`config.mk`:
```
export PLATFORM = sky130hd
export DESIGN_NAME = gpio_port_ctrl
export DESIGN_NICKNAME = d
export VERILOG_FILES = /design/src/rtl/gpio_pkg.sv /design/src/rtl/gpio_regfile.sv /design/src/rtl/gpio_pin_drive.sv /design/src/rtl/gpio_input_path.sv /design/src/rtl/gpio_port_ctrl.sv
export SDC_FILE = /design/constraint.sdc
export NUM_CORES = 1
export LEC_CHECK = 0
export BUFFER_PORTS_ARGS = -buffer_cell sky130_fd_sc_hd__buf_2
export CORE_ASPECT_RATIO = 0.7
export CORE_UTILIZATION = 49
export DETAILED_ROUTE_END_ITERATION = 10
export HOLD_SLACK_MARGIN = 0.1
export PLACE_DENSITY = 0.71
export RECOVER_POWER = 25
export SLEW_MARGIN = 40
export SYNTH_ARGS = -nofsm -noshare
export SYNTH_HDL_FRONTEND = slang
export SYNTH_SLANG_ARGS = --single-unit
```
`constraint.sdc`:
```
create_clock -name clk -period 1.5 [get_ports clk]
set_input_delay 0 -clock clk [delete_from_list [all_inputs] [get_ports clk]]
set_output_delay 0 -clock clk [all_outputs]
set_load 0.01 [all_outputs]
```
`src/rtl/gpio_pkg.sv`:
```
package gpio_pkg;
    localparam int ADDR_W = 3;

    typedef enum logic [ADDR_W-1:0] {
        SEL_DIR  = 3'd0,
        SEL_LAT  = 3'd1,
        SEL_PIN  = 3'd2,
        SEL_ODE  = 3'd3,
        SEL_ANA  = 3'd4,
        SEL_CFG  = 3'd5,
        SEL_RSV6 = 3'd6,
        SEL_RSV7 = 3'd7
    } reg_sel_e;
endpackage

```
`src/rtl/gpio_regfile.sv`:
```
module gpio_regfile
    import gpio_pkg::*;
#(
    parameter int WIDTH = 16
) (
    input  logic              clk,
    input  logic              rst_n,
    input  logic              we,
    input  logic [ADDR_W-1:0] addr,
    input  logic [WIDTH-1:0]  wdata,
    input  logic [WIDTH-1:0]  sensed,
    output logic [WIDTH-1:0]  dir_q,
    output logic [WIDTH-1:0]  lat_q,
    output logic [WIDTH-1:0]  ode_q,
    output logic [WIDTH-1:0]  ana_q,
    output logic              cfg_en,
    output logic [WIDTH-1:0]  rdata
);
    reg_sel_e sel;
    assign sel = reg_sel_e'(addr);

    always_ff @(posedge clk or negedge rst_n) begin
        if (!rst_n) begin
            dir_q  <= '1;
            lat_q  <= '0;
            ode_q  <= '0;
            ana_q  <= '1;
            cfg_en <= 1'b0;
        end else if (we) begin
            unique case (sel)
                SEL_DIR:          dir_q  <= wdata;
                SEL_LAT, SEL_PIN: lat_q  <= wdata;
                SEL_ODE:          ode_q  <= wdata;
                SEL_ANA:          ana_q  <= wdata;
                SEL_CFG:          cfg_en <= wdata[0];
                default:          ;
            endcase
        end
    end

    always_comb begin
        unique case (sel)
            SEL_DIR: rdata = dir_q;
            SEL_LAT: rdata = lat_q;
            SEL_PIN: rdata = sensed;
            SEL_ODE: rdata = ode_q;
            SEL_ANA: rdata = ana_q;
            SEL_CFG: rdata = {{(WIDTH-1){1'b0}}, cfg_en};
            default: rdata = '0;
        endcase
    end
endmodule

```
`src/rtl/gpio_pin_drive.sv`:
```
module gpio_pin_drive #(
    parameter int WIDTH = 16
) (
    input  logic [WIDTH-1:0] dir_q,
    input  logic [WIDTH-1:0] lat_q,
    input  logic [WIDTH-1:0] ode_q,
    output logic [WIDTH-1:0] pad_out,
    output logic [WIDTH-1:0] pad_oe
);
    for (genvar i = 0; i < WIDTH; i++) begin : g_pin
        logic is_out;
        assign is_out = ~dir_q[i];
        // open-drain pins only ever pull low
        assign pad_out[i] = ode_q[i] ? 1'b0 : lat_q[i];
        assign pad_oe[i]  = is_out & ~(ode_q[i] & lat_q[i]);
    end
endmodule

```
`src/rtl/gpio_input_path.sv`:
```
module gpio_input_path #(
    parameter int WIDTH       = 16,
    parameter int SYNC_STAGES = 2,
    parameter int PAIR_LO     = 2,
    parameter int PAIR_HI     = 3
) (
    input  logic             clk,
    input  logic             rst_n,
    input  logic [WIDTH-1:0] pad_in,
    input  logic [WIDTH-1:0] pad_out,
    input  logic [WIDTH-1:0] pad_oe,
    input  logic [WIDTH-1:0] ana_q,
    input  logic             cfg_en,
    output logic [WIDTH-1:0] port_q
);
    logic [WIDTH-1:0] sync_r [SYNC_STAGES];
    logic [WIDTH-1:0] level;
    logic [WIDTH-1:0] gated;

    for (genvar s = 0; s < SYNC_STAGES; s++) begin : g_sync
        always_ff @(posedge clk or negedge rst_n) begin
            if (!rst_n) sync_r[s] <= '0;
            else if (s == 0) sync_r[s] <= pad_in;
            else sync_r[s] <= sync_r[(s == 0) ? 0 : s-1];
        end
    end

    for (genvar i = 0; i < WIDTH; i++) begin : g_gate
        logic pair_pin;
        assign pair_pin = (i == PAIR_LO) || (i == PAIR_HI);
        assign level[i] = pad_oe[i] ? pad_out[i] : sync_r[SYNC_STAGES-1][i];
        assign gated[i] = level[i] & ~ana_q[i] & (~pair_pin | cfg_en);
    end

    always_ff @(posedge clk or negedge rst_n) begin
        if (!rst_n) port_q <= '0;
        else        port_q <= gated;
    end
endmodule

```
`src/rtl/gpio_port_ctrl.sv`:
```
module gpio_port_ctrl
    import gpio_pkg::*;
#(
    parameter int WIDTH       = 16,
    parameter int SYNC_STAGES = 2,
    parameter int PAIR_LO     = 2,
    parameter int PAIR_HI     = 3
) (
    input  logic              clk,
    input  logic              rst_n,
    input  logic [ADDR_W-1:0] bus_addr,
    input  logic [WIDTH-1:0]  bus_wdata,
    input  logic              bus_we,
    output logic [WIDTH-1:0]  bus_rdata,
    input  logic [WIDTH-1:0]  pad_in,
    output logic [WIDTH-1:0]  pad_out,
    output logic [WIDTH-1:0]  pad_oe
);
    logic [WIDTH-1:0] dir_q, lat_q, ode_q, ana_q, port_q;
    logic             cfg_en;

    gpio_regfile #(.WIDTH(WIDTH)) u_regs (
        .clk(clk), .rst_n(rst_n), .we(bus_we), .addr(bus_addr),
        .wdata(bus_wdata), .sensed(port_q), .dir_q(dir_q), .lat_q(lat_q),
        .ode_q(ode_q), .ana_q(ana_q), .cfg_en(cfg_en), .rdata(bus_rdata)
    );

    gpio_pin_drive #(.WIDTH(WIDTH)) u_drive (
        .dir_q(dir_q), .lat_q(lat_q), .ode_q(ode_q),
        .pad_out(pad_out), .pad_oe(pad_oe)
    );

    gpio_input_path #(
        .WIDTH(WIDTH), .SYNC_STAGES(SYNC_STAGES),
        .PAIR_LO(PAIR_LO), .PAIR_HI(PAIR_HI)
    ) u_in (
        .clk(clk), .rst_n(rst_n), .pad_in(pad_in), .pad_out(pad_out),
        .pad_oe(pad_oe), .ana_q(ana_q), .cfg_en(cfg_en), .port_q(port_q)
    );
endmodule

```
* Word level (Yosys, flattened, before mapping) *
Cells that the tools add are included.
Widths: inputs -> output; s select.

cells by class
  reductions and logical operators = 7
  muxes and demuxes = 33
  eq/ne operators = 5
  bitwise gates (word level) = 98

operators with widths
  kind                number
  $pmux 16 s6         1
  $and 1x1->1         50
  $not 1->1           48
  $mux 1              32
  $reduce_and 2->1    5
  $eq 3x2->1 const B  2
  $eq 3x3->1 const B  2
  $eq 3x1->1 const B  1
  $logic_not 3->1     1
  $reduce_or 2->1     1

storage, ports and cells
  output and inout bits = 48
  register bits after elaboration = 113
  logic and storage cells = 151

* Logic depth before layout (Yosys ltp) *
  word-level depth = 6
  gate-level depth with buffers = 5
  depth with buffers taken out = 3

* Hierarchy *
A second synthesis with hierarchy kept.

unflattened totals
  cells, all modules = 336
  area total of the unflattened synthesis = 5034.8 sq um

modules (own cells, without submodules)
  module           seq. area each (sq um)  cells each  area each (sq um)  times used
  gpio_regfile     1666.6                  224         3321.9             1
  gpio_input_path  1201.2                  80          1438.9             1
  gpio_pin_drive   0.0                     32          274.0              1

* Worst setup path after synthesis *
No wires, ideal clock.

  kind = input to register
  start point = input port bus_addr[1]
  end point = register u_regs.dir_q[10]
  arrival time = 1.043 ns
  setup slack = 0.375 ns
  buffers on the path = 2
  cell stages on the path = 5
  required time = 1.418 ns
  cell sequence = buf_6 > nand2b_4 > nor3_4 > buf_6 > mux2_2

between the ends
  cells in the longest elaborated chain, start to end = 2

ends and longest elaborated chain
  element                     RTL line              text
  start: declaration          gpio_port_ctrl.sv:11  input logic [ADDR_W-1:0] bus_addr,
  $logic_not 3->1             gpio_regfile.sv:30    unique case (sel)
  $reduce_and 2->1 (no line)  --
  end signal: assignment      gpio_regfile.sv:31    SEL_DIR: dir_q <= wdata;
  end: declaration            gpio_regfile.sv:12    output logic [WIDTH-1:0] dir_q,

Every way passes these cells.
A chain may end at the register's enable or synchronous reset.

* Final worst setup path *
  start point = register u_regs.lat_q[6]
  end point = output port bus_rdata[6]

between the ends
  cells in the longest elaborated chain, start to end = 1

ends and longest elaborated chain
  element                   RTL line              text
  start: declaration        gpio_regfile.sv:13    output logic [WIDTH-1:0] lat_q,
  start signal: assignment  gpio_regfile.sv:32    SEL_LAT, SEL_PIN: lat_q <= wdata;
  $pmux 16 s6               gpio_regfile.sv:42    unique case (sel)
  end: declaration          gpio_port_ctrl.sv:14  output logic [WIDTH-1:0] bus_rdata,

Every way passes these cells.

==> impl_metrics.json <==
{
  "status": "finished, violations left",
  "violations": "negative setup slack",
  "layout.nets": 575,
  "slew_viol_final": 0,
  "synth_top_family_by_area": "multiplexers",
  "worstPathRequired_ns": 1.50,
  "drt_iter0_markers": 314,
  "diodes": 0,
  "whs_ns": 0.232,
  "grt.total_usage_pct": 24.5,
  "min_path_type": "primary input to register",
  "period_minus_slack_ns": 1.58,
  "yosysTopAreaCell": "dfrtp_1",
  "yosysTopAreaCellShare_pct": 41.9,
  "combPwrFrac_pct": 20.8,
  "seqPwrFrac_pct": 40.6,
  "tightest_slew_ns": 0.909,
  "clkSlewWorstSetupHoldPaths_ns": 0.05,
  "period_share_pct": 106,
  "clk_path_buf_depth": 2,
  "insertion_delay_ns": 0.41,
  "async_flop_share_pct": 100,
  "power.switching_w": 0.00278,
  "viasPerCell": 5.27,
  "ys_warn_count": 0,
  "firstDrtPassIters": 5,
  "die_x_microns": 121,
  "swShare_pct": 26.9,
  "start_util_pct": 51.9,
  "p_clk_share_pct": 38.5,
  "core_area_sq_um": 9330,
  "synthXorXnorAreaFrac_pct": 0.181,
  "syn_to_final_growth_pct": 37.1,
  "timing.final.ws_setup_ns": -0.0850,
  "fin_util_pct": 71.2,
  "synth_compound_area_share_pct": 6.10,
  "finClkSkew_ns": 0.00872,
  "vdd_drop_max_uv": 865,
  "synth_area_leaders": "dfrtp_1 (42%), mux2_2 (17%), dfstp_2 (17%), nor2_1 (4.7%), mux2i_1 (2.7%)",
  "yosysMostFrequentCell": "dfrtp_1",
  "rsz0062_at_grt": "true",
  "syn_area_per_cell_sq_um": 13.1,
  "cts_sinks": 113,
  "drc": 0,
  "synth_mux_area_share_pct": 21.3,
  "grt_pass1_wl_microns": 18700,
  "vias": 3548,
  "synth_area_sq_um": 4840,
  "grt_pass1_vias": 3610,
  "postSynthCellCount": 370,
  "detail_route.wl_per_cell_microns": 17.6,
  "cts_tree": "done",
  "overflow": 0,
  "syn_nets": 408,
  "ant_nets": 0,
  "io_pins": 86,
  "slew_headroom_pct": 39.4,
  "synthAdderAreaFrac_pct": 0,
  "total_power_w": 0.0103,
  "grt_max_degree": 42,
  "gp_congestion": 0.806,
  "reg2reg_slack_ns": 0.42,
  "arrival_ns": 1.58,
  "antenna_found_initial": 0,
  "fillerInstances": 663,
  "ys_seq_area_share_pct": 59.2,
  "hold_violations": 0,
  "path_class": "register to output pin",
  "drive_gt1_share_pct": 48.5,
  "port_buffers": 85,
  "h-tree-depth": 4,
  "fmax_mhz": 631,
  "root_buffer": "clkbuf_16",
  "crit-reg2reg-launch": "u_regs.dir_q[2]$_DFFE_PN1P_",
  "min_from": "pad_in[12]",
  "die_h_microns": 85.2,
  "dp_hpwl_microns": 7330,
  "power.density_nw_per_um2": 1560,
  "dieArea_sq_um": 10300,
  "wirelength_microns": 11800,
  "totalNegativeSetupSlack_ns": -0.0850,
  "yosys.area_share.simple_pct": 11.0,
  "p_int_w": 0.00755,
  "cts_made_buffers": 17,
  "rows": 29,
  "p_leak_nw": 3.04,
  "synth-edff-count": 0,
  "setup_viol": 1,
  "startpoint": "u_regs.lat_q[6]$_DFFE_PN0P_",
  "critPathCaptureType": "output pin",
  "crit_fanout": 2,
  "synth_cell_types": 34,
  "synthFlopType": "dfrtp_1",
  "ys_ff_latch": 113,
  "max_cap_viol_count": 0,
  "synthTopCellsByCount": "dfrtp_1 (81), mux2_2 (75), nor2_1 (61)",
  "start_kind": "register"
}
critical path, stage by stage (launching register included):
cell and delay (ns):
dfrtp_1 0.39, mux4_2 0.46, a22o_1 0.19, buf_2 0.14
routing by layer:
metal	wire (microns)	global-route usage, %	up-vias
met5	0	0	-
met4	110	9.32	0
met3	791	6.79	10
met2	5310	34.9	138
met1	5600	35.9	1748
li1	-	-	1652
power groups by stage:
stage | logic, W | registers, W | clock network, W
floorplan | 0.00118 | 0.00412 | 0
global placement | 0.00173 | 0.00427 | 0
detailed placement | 0.00178 | 0.00429 | 0
CTS | 0.00204 | 0.00419 | 0.00402
global route | 0.00235 | 0.00426 | 0.00419
finish | 0.00215 | 0.00420 | 0.00398
stage by stage:
stage	instances	instance area, sq um	setup slack [ns]
2_1_floorplan	370	4840	0.375
3_3_place_gp	584	5520	-0.197
3_5_place_dp	584	5520	0.0728
4_1_cts	663	6560	-0.0970
5_1_grt	673	6640	-0.130
6_report	673	6640	-0.0850
cell usage in the layout, fill, tap and decap left out, types with 2 or more instances in the layout:
cell type      count
clkinv_2           5
nand3b_1           2
o21ai_0            2
nand2b_1           2
clkbuf_1           4
buf_4             36
dlygate4sd3_1     36
nor2b_1           18
mux2i_1           13
mux2_1             3
nor3_1            14
buf_12             4
mux2_2            72
dfstp_2           32
o21ai_1            3
inv_1              2
a21oi_1           16
buf_2             83
a32oi_1            3
a221o_1           11
clkinvlp_4         2
bufinv_16          3
a22oi_1            3
nor4b_1            2
dfrtp_1           81
nor2_1            60
mux2_4             3
clkbuf_16         17
area by class of cell:
cell class	instances	area (sq um)	share of cell area (%)
well taps	124	155	2.34
multi-input cells	241	1880	28.4
flip-flops and latches	113	2870	43.2
clock buffers	20	447	6.73
clock inverters	11	139	2.09
inverters	2	7.51	0.113
repair buffers	162	1140	17.2
flip-flops by register name (all words and copies together) (netlist names):
| name | count |
|---|---|
| u_in.sync_r | 32 |
| u_in.port_q | 16 |
| u_regs.ana_q | 16 |
| u_regs.dir_q | 16 |
| u_regs.lat_q | 16 |
| u_regs.ode_q | 16 |
| u_regs.cfg_en | 1 |
final timing paths:
kind / cells after the start / to
min: 2 / u_in.sync_r[28]$_DFF_PN0_
max: 3 / bus_rdata[6]
min reg2reg: 0 / u_in.sync_r[1]$_DFF_PN0_
max in group asynchronous: 3 / u_regs.ana_q[7]$_DFFE_PN1P_
min in group asynchronous: 2 / u_in.port_q[8]$_DFF_PN0_
max reg2reg: 3 / u_in.port_q[2]$_DFF_PN0_
cell families (layout without fill, tap and decap cells):
group | Yosys count | after routing
multiplexers | 92 | 92
AND/OR/NAND/NOR | 106 | 106
AO/OA/AOI/OAI | 42 | 42
buffers and inverters | 16 | 195
flip-flops | 113 | 113
XOR/XNOR | 1 | 1
repair_timing:
action | CTS | global route
hold buffers | 36 | 0
resized for setup | 1 | 5
setup endpoints to repair | 11 | 15
hold endpoints to repair | 172 | 0
setup buffers | 12 | 10
pin swaps | 3 | 8
Power figures use the tool's default switching activity.
